File: src/rtl/mp_pkg.sv
package mp_pkg;
  localparam int unsigned ADDR_W = 32;

  typedef enum logic [1:0] {
    SEL_RNR  = 2'd0,
    SEL_BASE = 2'd1,
    SEL_ATTR = 2'd2,
    SEL_CTRL = 2'd3
  } cfg_sel_e;

  typedef struct packed {
    logic              xn;
    logic [2:0]        ap;
    logic [5:0]        mem_attr;  // stored only
    logic [7:0]        srd;
    logic [4:0]        size;
    logic              en;
    logic [ADDR_W-1:0] base;
  } region_t;

  function automatic logic ap_permits(input logic [2:0] ap, input logic priv,
                                      input logic wr);
    logic ok;
    case (ap)
      3'b001:        ok = priv;
      3'b010:        ok = priv | ~wr;
      3'b011:        ok = 1'b1;
      3'b101:        ok = priv & ~wr;
      3'b110, 3'b111: ok = ~wr;
      default:       ok = 1'b0;
    endcase
    return ok;
  endfunction
endpackage

File: src/rtl/mp_cfg_regs.sv
module mp_cfg_regs
  import mp_pkg::*;
#(
  parameter int unsigned NUM_REGIONS = 8,
  localparam int unsigned IDX_W = (NUM_REGIONS > 1) ? $clog2(NUM_REGIONS) : 1
) (
  input  logic              clk_i,
  input  logic              rst_ni,
  input  logic              we_i,
  input  logic              priv_i,
  input  logic [1:0]        sel_i,
  input  logic [ADDR_W-1:0] wdata_i,
  output logic              err_o,
  output region_t           rg_o [NUM_REGIONS],
  output logic              en_o,
  output logic              bg_o
);
  logic [IDX_W-1:0] sel_q;
  logic [IDX_W-1:0] tgt_idx;
  logic             wr_ok;
  logic             direct;

  assign wr_ok  = we_i & priv_i;
  assign err_o  = we_i & ~priv_i;
  assign direct = (cfg_sel_e'(sel_i) == SEL_BASE) && wdata_i[4] &&
                  (32'(wdata_i[3:0]) < NUM_REGIONS);
  assign tgt_idx = direct ? IDX_W'(wdata_i[3:0]) : sel_q;

  always_ff @(posedge clk_i or negedge rst_ni) begin
    if (!rst_ni) begin
      sel_q <= '0;
      en_o  <= 1'b0;
      bg_o  <= 1'b0;
    end else if (wr_ok) begin
      case (cfg_sel_e'(sel_i))
        SEL_RNR:  sel_q <= IDX_W'(wdata_i);
        SEL_BASE: if (direct) sel_q <= tgt_idx;
        SEL_CTRL: begin
          en_o <= wdata_i[0];
          bg_o <= wdata_i[2];
        end
        default: ;
      endcase
    end
  end

  for (genvar g = 0; g < NUM_REGIONS; g++) begin : g_rg
    always_ff @(posedge clk_i or negedge rst_ni) begin
      if (!rst_ni) begin
        rg_o[g] <= '0;
      end else if (wr_ok && tgt_idx == IDX_W'(g)) begin
        if (cfg_sel_e'(sel_i) == SEL_BASE) begin
          rg_o[g].base <= {wdata_i[ADDR_W-1:5], 5'b0};
        end else if (cfg_sel_e'(sel_i) == SEL_ATTR) begin
          rg_o[g].xn       <= wdata_i[28];
          rg_o[g].ap       <= wdata_i[26:24];
          rg_o[g].mem_attr <= wdata_i[21:16];
          rg_o[g].srd      <= wdata_i[15:8];
          rg_o[g].size     <= wdata_i[5:1];
          rg_o[g].en       <= wdata_i[0];
        end
      end
    end
  end
endmodule

File: config.mk
export PLATFORM = sky130hd
export DESIGN_NAME = mp_cfg_regs
export DESIGN_NICKNAME = d
export VERILOG_FILES = /design/src/rtl/mp_pkg.sv /design/src/rtl/mp_cfg_regs.sv
export SDC_FILE = /design/constraint.sdc
export NUM_CORES = 1
export LEC_CHECK = 0
export ABC_AREA = 1
export BUFFER_PORTS_ARGS = -buffer_cell sky130_fd_sc_hd__buf_2
export CORE_UTILIZATION = 35
export DETAILED_ROUTE_END_ITERATION = 10
export PLACE_DENSITY = 0.65
export SLEW_MARGIN = 20
export SYNTH_ARGS = -nofsm -noshare
export SYNTH_HDL_FRONTEND = slang
export SYNTH_SLANG_ARGS = --single-unit
File: constraint.sdc
create_clock -name clk_i -period 4 [get_ports clk_i]
set_input_delay 0.6 -clock clk_i [delete_from_list [all_inputs] [get_ports clk_i]]
set_output_delay 0.6 -clock clk_i [all_outputs]
set_load 0.005 [all_outputs]
==> summary.md, run 1 <==
| Metric | Value |
|---|---|
| Number of core rows | between 80 and 90 |
| Leakage | approximately 12 nW |
| Via count | around 15000 |
| Pin count of the biggest net entering global routing | roughly 230 |
| Final setup vio count | 0 |
| Clock network latency to the later pin of the worst-skew pair | ~0.57 ns |
| Power share of the clock group | 33.6% |
| Final Cell Area | between 20000 and 25000 um2 |
| Placed Instance Area | slightly below 20000 um2 |
| Setup Buffers After CTS | 0 |
| Total of max-cap violations | 0 |
| CP endpoint kind | flip-flop |
| Comb power frac | roughly 22% |
| Top cell type's share of synthesized area | around 60% |
| Remaining DRCs | 0 |
| Switch Pwr | about 4.1 mW |
| Switching share of power | 31.0% |
| Buffers on Ports | 448 |
| Clk pin slew, worst setup/hold paths | 0.06 ns |
| Total gr overflow | 0 |
| Worst path slowest cell | nor2_4 |
| CP Launch Type | primary input |
| Fmax | around 0.43 GHz |
| Initial DRC count | between 1000 and 1500 |
| CTS tree | built |
| Distinct cells, synth | 23 |
| Pwr Density | just over 600 nW/um2 |
| Final Hold Vio Count | 0 |
| First-pass GRT wire length | 91600 um |
| Largest delay contributor family on the critical path | simple AND/OR/NAND/NOR gates |
| Maximum vdd drop | ~0.00028 V |
| Die height | 227 um |
| WL/cell | 21.0 um |
| DR vias/cell | 5.04 |
| Final ANT Viol Nets | 0 |
| Initial antenna violation count | 4 |
| Register bit total from synthesis | between 400 and 500 |
| Post-Place Cells | 2906 |
| CTS Hold Buffers Added | 0 |
| Sequential area share after synthesis | about three fifths |
| Die area | between 50000 and 60000 um2 |
| All-layer global routing usage | 24.0% |
| Sequential share of power | between 40% and 50% |
| RSZ-0062 raised after global routing | false |
| CP peak stage delay | 0.61 ns |
| Top cells by area, synth | dfrtp_1, nand2_1, nand3_1 |
| Root buf cell | clkbuf_16 |
| Worst Path Required | around 4.5 ns |
| GP Congestion | about 0.78 |
| NumNets Final | between 2000 and 2500 |
| Area added between synthesis and finish | 20.8% |
| Status | complete, no violations |
| Die Wd | 227 um |
| I/O pins | 489 |
| Rel. slew slack | 45.3% |
| Critical path buffers and inverters | 3 |
| Hpwl dp | 39700 um |
| Initial Utilization | between 30% and 40% |
| Hold Path Class | in2async |
| Pre-antenna DRT Iters | 5 |
| CTS buffer count | between 40 and 50 |
| Setup TNS | 0 ns |
| Finished Layout Cells | between 2000 and 3000 |
| CP max FO | 26 |
| CP Cell Sequence | buf_2 > inv_2 > nor2_4 > nand3_1 > nand2_2 > nand2_1 > nor2_4 > buf_4 > nand3_1 > nand2_1 |
| H-tree depth | 2 |
| Yosys warns | 0 |
| Hold Slack | slightly below 0.1 ns |
| Min Clock Period, post-route | between 2 and 2.5 ns |
| Clock skew | 0.0183 ns |
| Cts repair resizes | 0 |
| Crit Path Category | in2reg |
| WL final | roughly 63000 um |
| Cell taking the most area after synthesis | dfrtp_1 |
| Clk sink count | 413 |
| Max Slew Vio Count | 0 |
| Synth Instances | slightly below 2000 |
| Worst slew pin tran | about 0.8 ns |
| Layout cell share with drive strength beyond 1 | between 20% and 30% |
| Mapped cell area | around 18000 um2 |
| Worst Path Arrival | approximately 2.8 ns |
| Clock Path Buffers | 3 |
| Internal | 9.04 mW |
| Vias in the first global route | 14200 |
| Mean area per synthesized cell | 9.14 um2 |
| Fin crit share | 58.1% |
| CORE AREA | around 50000 um2 |
power by group through the flow:
stage                     logic [mW]  registers [mW]  clock network, mW
after floorplan                 1.16            5.92                  0
after global placement          2.84            5.83                  0
after detailed placement        2.89            5.87                  0
after CTS                       2.90            5.82               4.49
after global routing            3.21            5.94               4.64
final                           2.87            5.82               4.41
layout make-up:
type / count / area (um2)
clock inverter: 12 / 169
antenna: 3 / 7.51
tap: 672 / 841
timing repair buffer: 470 / 2540
multi-input combinational: 1341 / 6050
clock buffer: 71 / 1400
inverter: 11 / 41.3
fill: 4967 / 28700
sequential: 413 / 10300
path summary, 6_finish.rpt:
kind / startpoint / to / slack [ns] / cells past startpoint
hold / removal: rst_ni / en_o / 0.1 / 1
setup / recovery: wdata_i[4] / rg_o[124] / 1.68 / 10
hold reg to reg: rg_o[426] / rg_o[426] / 0.47 / 2
max in group asynchronous: rst_ni / rg_o[294] / 2.85 / 2
min in group clk_i: wdata_i[4] / rg_o[36] / 0.39 / 3
setup reg to reg: sel_q[1] / rg_o[124] / 1.83 / 8
cell usage in the layout, fill, tap and decap left out, drive strengths merged:
master,Yosys,final
nand2,843,843
clkinv,0,5
conb,1,40
clkbuf,45,71
mux2,1,1
diode,0,3
nand3b,1,1
bufinv,0,4
a21oi,1,1
clkinvlp,0,2
buf,165,470
o211ai,4,4
dfrtp,413,413
nand3,431,431
inv,11,12
nor3,1,1
nor2,19,19
synthesized netlist by cell type, drive strengths merged:
library cell,n
conb,1
o211ai,4
nor2,19
nand3,431
mux2,1
a21oi,1
buf,165
nor3,1
nand3b,1
clkbuf,45
nand2,843
dfrtp,413
inv,11
through the flow:
stage                     util [%]  setup WS (ns)  total power [mW]
after floorplan                  -           2.02              7.08
after global placement        39.5           1.19              8.67
after detailed placement      39.5           1.08              8.76
after CTS                     42.6           1.67              13.2
after global routing          42.7           1.46              13.8
final                         42.7           1.68              13.1
registers in the layout, indices dropped and copies added, names as in the netlist:
name,count
sel_q,3
bg_o,1
rg_o,408
en_o,1
per-layer routing:
metal,GRT usage [%],share of wire [%]
met5,0,0
met4,8.59,3.5
met3,5.21,8.0
met2,39.9,49
met1,30.6,40
logic make-up (layout without fill, tap and decap cells):
| logic type | Yosys count | in the layout | synth area share (%) |
|---|---|---|---|
| AND/OR/NAND/NOR | 1295 | 1295 | 32.9 |
| flip-flops | 413 | 413 | 58.4 |
| buffers and inverters | 221 | 564 | 8.43 |
| AO/OA/AOI/OAI | 5 | 5 | 0.198 |
| other | 1 | 43 | 0.0212 |
| multiplexers | 1 | 1 | 0.0636 |
No activity file was read; power rests on OpenSTA's default activity.
==> run 2, diff against run 1 <==
--- a/config.mk
+++ b/config.mk
@@ -5,11 +5,11 @@
 export SDC_FILE = /design/constraint.sdc
 export NUM_CORES = 1
 export LEC_CHECK = 0
-export ABC_AREA = 1
+export ABC_AREA = 0
 export BUFFER_PORTS_ARGS = -buffer_cell sky130_fd_sc_hd__buf_2
 export CORE_UTILIZATION = 35
 export DETAILED_ROUTE_END_ITERATION = 10
-export PLACE_DENSITY = 0.65
+export PLACE_DENSITY = 0.66
 export SLEW_MARGIN = 20
 export SYNTH_ARGS = -nofsm -noshare
 export SYNTH_HDL_FRONTEND = slang
==> constraint.sdc (replaced) <==
create_clock -name clk_i -period 2.3 [get_ports clk_i]
set_input_delay 0.345 -clock clk_i [delete_from_list [all_inputs] [get_ports clk_i]]
set_output_delay 0.345 -clock clk_i [all_outputs]
set_load 0.005 [all_outputs]
==> run 2 against run 1 <==
  * Critical path type is now reg2reg
  * Highest routed layer unchanged
  * Final cell count shrank 29%
  * First-iteration DRC count is 63% lower
  * Sequential power up 74%
  * Power is 68% higher
==> summary.md, run 2 <==
| Metric | Value |
|---|---|
| Status | complete, no violations |
| Worst R2R Setup Slack | ~0.21 ns |
| Top layer in use | met4 |
| Worst path slowest cell | dfrtp_1 |
| WL/cell | approximately 22 um |
| Final ANT Viol Nets | 0 |
| CP peak stage delay | between 0.5 and 0.6 ns |
| Initial DRC count | between 500 and 600 |
| Clock skew | 0.0265 ns |
| GP Congestion | around 0.80 |
| Hold Path Class | in2reg |
| First-pass GRT wire length | a little under 70000 um |
| Setup TNS | 0 ns |
| Max Slew Vio Count | 0 |
| Maximum vdd drop | approximately 0.00062 V |
| Register bit total from synthesis | 413 |
| Remaining DRCs | 0 |
| WL final | roughly 46000 um |
| Layout cell share with drive strength beyond 1 | around 60% |
| Worst Path Arrival | between 2 and 3 ns |
| WL met2 | 22200 um |
| Initial antenna violation count | 1 |
| Diode count | 0 |
| CP endpoint kind | flip-flop |
| Post-Place Cells | 2038 |
| Worst Path Required | about 2.7 ns |
| Hpwl dp | roughly 32000 um |
| Distinct cells, synth | 37 |
| Pre-antenna DRT Iters | 4 |
| CP Cell Sequence | inv_1 > a31oi_1 > nand3b_1 > buf_4 > mux2_1 |
| H-tree depth | 2 |
| Die area | between 40000 and 50000 um2 |
| Top cells by area, synth | dfrtp_1, mux2_2, mux2_1 |
| Final setup vio count | 0 |
| FF-to-FF End | rg_o[356] |
| Final core utilization | a little under half |
| WL met3 | 3320 um |
| CP Launch Type | flip-flop |
| Sequential area share after synthesis | between 60 and 70% |
| Worst-case reg-to-reg path depth | 5 |
| Synth async-reset ratio | 100% |
| Total gr overflow | 0 |
| Root buf cell | clkbuf_16 |
| Total of max-cap violations | 0 |
| Finished Layout Cells | 2118 |
| Synth Instances | between 900 and 1000 |
| Hold EP | sel_q[2] |
| Yosys warns | 0 |
| Fin crit share | between 90% and 100% |
| Rel. slew slack | a little over two fifths |
| Worst slew pin tran | roughly 0.84 ns |
| Number of core rows | just under 80 |
| Pwr Density | ~1100 nW/um2 |
| Clock network latency to the later pin of the worst-skew pair | between 0.5 and 0.6 ns |
| Mapped cell area | approximately 16000 um2 |
| All-layer global routing usage | 19.7% |
| Hold Startpoint | wdata_i[2] |
| Max FFs per register | between 400 and 500 |
| Clk sink count | ~410 |
| RR Startpoint | sel_q[2] |
| Setup Buffers After CTS | 0 |
| Buffers on Ports | about 450 |
| Cell with the most instances after synthesis | dfrtp_1 |
| Post-synth top cells | dfrtp_1, mux2_2, mux2_1 |
| CTS tree | built |
| Cell taking the most area after synthesis | dfrtp_1 |
| Clock Path Buffers | 3 |
| Final Hold Vio Count | 0 |
| Pin count of the biggest net entering global routing | between 60 and 70 |
| WL met1 | 19800 um |
| CORE AREA | between 40000 and 50000 um2 |
| DR vias/cell | ~4.8 |
| Mean area per synthesized cell | 16.1 um2 |
| Most frequent cells in the layout | buf_2, dfrtp_1, mux2_2, mux2_1, clkbuf_16 |
| Hold Path Stages | 3 |
| CTS buffer count | between 40 and 50 |
| Crit Path Category | reg2reg |
| Via count | slightly above 10000 |
| I/O pins | around 500 |
| Fmax | between 0.4 and 0.5 GHz |
| Top cell type's share of synthesized area | roughly 64% |
| Number of flops mapped to enable cells by yosys | 0 |
| Vias in the first global route | 10600 |
| Die Wd | ~220 um |
| Initial Utilization | a little over a third |
| Clk pin slew, worst setup/hold paths | ~0.060 ns |
| Leakage | between 10 and 15 nW |
| RSZ-0062 raised after global routing | false |
| Commonest non-fill, non-tap cell in the layout | buf_2 |
| CP max FO | 13 |
| Min Clock Period, post-route | about 2.1 ns |
| NumNets Final | 1523 |
| Ys flop type | dfrtp_1 |
| Die height | between 200 and 250 um |
| Area added between synthesis and finish | 29.3% |
| Largest regs | rg_o (408), sel_q (3) |
| Largest Register | rg_o |
[run 2: changes by cell type after synthesis, sizes merged, moves of 4 or more]
cell,before,now
nor2,19,5
o21ai,0,5
buf,165,80
nand2,843,11
nand3,431,3
mux2,1,407
a31oi,0,4
inv,11,4
o211ai,4,0
nor3,1,9
clkbuf,45,24
[run 2: where the power goes]
part,switching [mW],leakage (nW),internal [mW]
clock,2.87,0.725,4.24
combinational,2.16,5.03,2.66
sequential,0.944,5.46,9.15
[run 2: layout make-up]
| type | count | area (um2) |
|---|---|---|
| clock buffer | 68 | 1340 |
| clock inverter | 11 | 116 |
| fill | 4055 | 24500 |
| inverter | 4 | 15.0 |
| multi-input combinational | 514 | 5240 |
| sequential | 413 | 10300 |
| tap | 600 | 751 |
| timing repair buffer | 508 | 2960 |
[run 2: kinds of logic (layout without fill, tap and decap cells)]
group                  Yosys count  in the layout  share of synthesized area (%)
flip-flops                     413            413                           64.4
AND/OR/NAND/NOR                 47             47                           1.98
buffers and inverters          108            591                           4.09
multiplexers                   410            410                           28.8
AO/OA/AOI/OAI                   17             17                          0.671
other                            1             40                         0.0234
[run 2: worst max-delay path by stage]
stage / startpoint / to / depth (start not counted)
6_report: sel_q[2] / rg_o[356] / 5
5_1_grt: sel_q[2] / rg_o[352] / 5
4_1_cts: sel_q[0] / rg_o[439] / 3
3_5_place_dp: wdata_i[3] / rg_o[344] / 7
3_3_place_gp: wdata_i[3] / rg_o[341] / 7
2_1_floorplan: wdata_i[3] / rg_o[403] / 6
[run 2: timing repair]
| action | 4_1_cts | 5_1_grt |
|---|---|---|
| hold buffers | 1 | 0 |
| resized for setup | 0 | 0 |
| endpoints found under the hold margin | 49 | 0 |
[run 2: critical path, delay by kind of cell (launching register included)]
family	cells	cell delay [ns]
muxes	1	0.35
DFF	1	0.51
and+or+nand+nor	1	0.29
buffers and inverters	2	0.45
AOI/OAI and AO/OA	1	0.33
[run 2: layer usage]
metal  vias up  GRT usage (%)
met1      5333           25.7
met5         -              0
met4         0           5.89
li1       4385              -
met2       411           32.1
met3        70           5.24
[run 2: per-stage QoR]
step                hold slack (ns)  cell area (um2)  total power [mW]  setup WS [ns]
floorplan                    0.0494            16200              12.1          0.209
global placement              0.372            19300              14.9        -0.0932
detailed placement            0.390            19300              15.1        -0.0629
CTS                          0.0726            20800              22.3          0.156
global route                  0.106            20800              23.1         0.0449
finish                        0.119            20800              22.0          0.215
==> run 3, diff against run 2 <==
--- a/config.mk
+++ b/config.mk
@@ -10,6 +10,7 @@
 export CORE_UTILIZATION = 35
 export DETAILED_ROUTE_END_ITERATION = 10
 export PLACE_DENSITY = 0.66
+export REMOVE_ABC_BUFFERS = 1
 export SLEW_MARGIN = 20
 export SYNTH_ARGS = -nofsm -noshare
 export SYNTH_HDL_FRONTEND = slang
==> run 3 against run 2 <==
  * Global-route usage decreased by 0.095 points
  * Critical path type unchanged
  * Via count hardly changed
  * Final cell count about the same
  * Critical endpoint is now rg_o[430]
  * Fmax is 0.94% lower
  * Clock power about the same
  * Register-to-register slack got worse by 0.02 ns
  * Sequential power about the same
  * Count of clock-buffer cells in the layout increased by 3
  * Utilization up 0.21 points
  * Largest cell class unchanged
==> summary.md, run 3 (synthesis gave the netlist of run 2 again) <==
| Metric | Value |
|---|---|
| Status | complete, no violations |
| Min Clock Period, post-route | between 2 and 2.5 ns |
| Diode count | 0 |
| Worst slew pin tran | just over 0.9 ns |
| Clock skew | between 0.015 and 0.02 ns |
| Initial antenna violation count | 1 |
| Commonest non-fill, non-tap cell in the layout | buf_2 |
| Largest Register | rg_o |
| All-layer global routing usage | between 10% and 20% |
| FF-to-FF End | rg_o[430] |
| Root buf cell | clkbuf_16 |
| Pin count of the biggest net entering global routing | 63 |
| Clock Path Buffers | 3 |
| First-pass GRT wire length | a little under 70000 um |
| CORE AREA | about 45000 um2 |
| Final setup vio count | 0 |
| Cts repair resizes | 0 |
| CP peak stage delay | roughly 0.73 ns |
| Initial DRC count | between 500 and 600 |
| Remaining DRCs | 0 |
| Critical path origin | sel_q[0] |
| Max Slew Vio Count | 0 |
| Hpwl dp | between 30000 and 40000 um |
| Worst-case reg-to-reg path depth | 3 |
| Worst path slowest cell | nor2_4 |
| DR vias/cell | ~4.8 |
| CP Cell Sequence | or3_1 > nor2_4 > mux2_2 |
| Fmax | between 0.4 and 0.5 GHz |
| WL/cell | about 22 um |
| Via count | just over 10000 |
| Worst Path Arrival | 2.54 ns |
| Layout cell share with drive strength beyond 1 | between 60 and 70% |
| I/O pins | approximately 490 |
| Number of core rows | 78 |
| Worst Path Required | roughly 2.7 ns |
| Fin crit share | 91.5% |
| Setup TNS | 0 ns |
| Die Wd | 216 um |
| Leakage | between 10 and 15 nW |
| Initial Utilization | roughly 35% |
| Hold Startpoint | wdata_i[0] |
| CP Launch Type | flip-flop |
| Largest delay contributor family on the critical path | simple AND/OR/NAND/NOR gates |
| Most frequent cells in the layout | buf_2, dfrtp_1, mux2_2, mux2_1, clkbuf_16 |
| Largest regs | rg_o (408), sel_q (3) |
| Total of max-cap violations | 0 |
| Final Hold Vio Count | 0 |
| Pre-antenna DRT Iters | 4 |
| Pwr Density | ~1100 nW/um2 |
| Buffers on Ports | between 400 and 500 |
| Maximum vdd drop | 0.000666 V |
| CTS Hold Buffers Added | 1 |
| Clk pin slew, worst setup/hold paths | 0.06 ns |
| RR Startpoint | sel_q[0] |
| GP Congestion | just over 0.8 |
| Pwr Total | 22.0 mW |
| Clk sink count | ~410 |
| NumNets Final | 1523 |
| CP endpoint kind | flip-flop |
| Rel. slew slack | around two fifths |
| Worst R2R Setup Slack | between 0.15 and 0.2 ns |
| Die height | 216 um |
| WL final | 45800 um |
| Die area | around 47000 um2 |
| Vias in the first global route | around 11000 |
| Area added between synthesis and finish | 29.9% |
| Max FFs per register | a little over 400 |
| CTS tree | built |
| Critical path buffers and inverters | 0 |
| Total gr overflow | 0 |
| Hold Path Class | in2reg |
| H-tree depth | 2 |
| Final ANT Viol Nets | 0 |
| Crit Path Category | reg2reg |
| Hold EP | sel_q[0] |
| Setup Buffers After CTS | 0 |
| CP max FO | 22 |
| CTS buffer count | 46 |
| Hold Path Stages | 3 |
| Clock network latency to the later pin of the worst-skew pair | about 0.55 ns |
| RSZ-0062 raised after global routing | false |
==> run 3: cell count changes in the layout (fill, tap and decap cells not counted), sizes merged <==
cell and delta:
buf -2, clkinvlp +1, inv +2, clkinv -4
bufinv -1, clkbuf +3
==> run 3: area by class of cell <==
type / count / area (um2)
clock buffer: 71 / 1390
inverter: 4 / 15.0
multi-input combinational: 514 / 5250
fill: 4099 / 24400
timing repair buffer: 506 / 3030
clock inverter: 9 / 80.1
tap: 600 / 751
sequential: 413 / 10300
==> run 3: how the worst max path moves through the flow <==
stage                 to  slack, ns  cells past startpoint
2_1_floorplan  rg_o[397]      -1.62                      4
3_3_place_gp   rg_o[432]      -0.03                      5
3_5_place_dp   rg_o[429]      -0.05                      5
4_1_cts        rg_o[430]       0.17                      3
5_1_grt        rg_o[429]       0.12                      3
6_report       rg_o[430]       0.19                      3
==> run 3: routing by layer <==
metal | global-route usage (%) | vias to the layer above | part of all wire [%] | wire length [um]
met5 | 0 | - | 0 | 0
met4 | 5.54 | 0 | 1.8 | 812
met3 | 5.71 | 60 | 7.9 | 3610
met2 | 30.7 | 385 | 47 | 21400
met1 | 26.4 | 5354 | 44 | 19900
li1 | - | 4404 | - | -
==> run 3: power breakdown <==
part / internal [mW] / switching, mW
clock network: 4.25 / 2.87
logic: 2.65 / 2.13
registers: 9.16 / 0.952
==> run 3: metrics by stage <==
stage | utilization (%) | setup WS, ns | instances | area (um2) | hold slack [ns]
floorplan | - | -1.62 | 931 | 15600 | 0.0494
global placement | 42.8 | -0.0286 | 2036 | 19400 | 0.328
detailed placement | 42.8 | -0.0458 | 2036 | 19400 | 0.329
CTS | 46.0 | 0.168 | 2117 | 20800 | 0.0700
global route | 46.0 | 0.119 | 2117 | 20800 | 0.111
finish | 46.0 | 0.195 | 2117 | 20800 | 0.113
==> run 3: tightest hold or removal path, cell delays in order <==
cell     delay (ns)
buf_2          0.15
nand2_1        0.06
o21ai_0        0.06
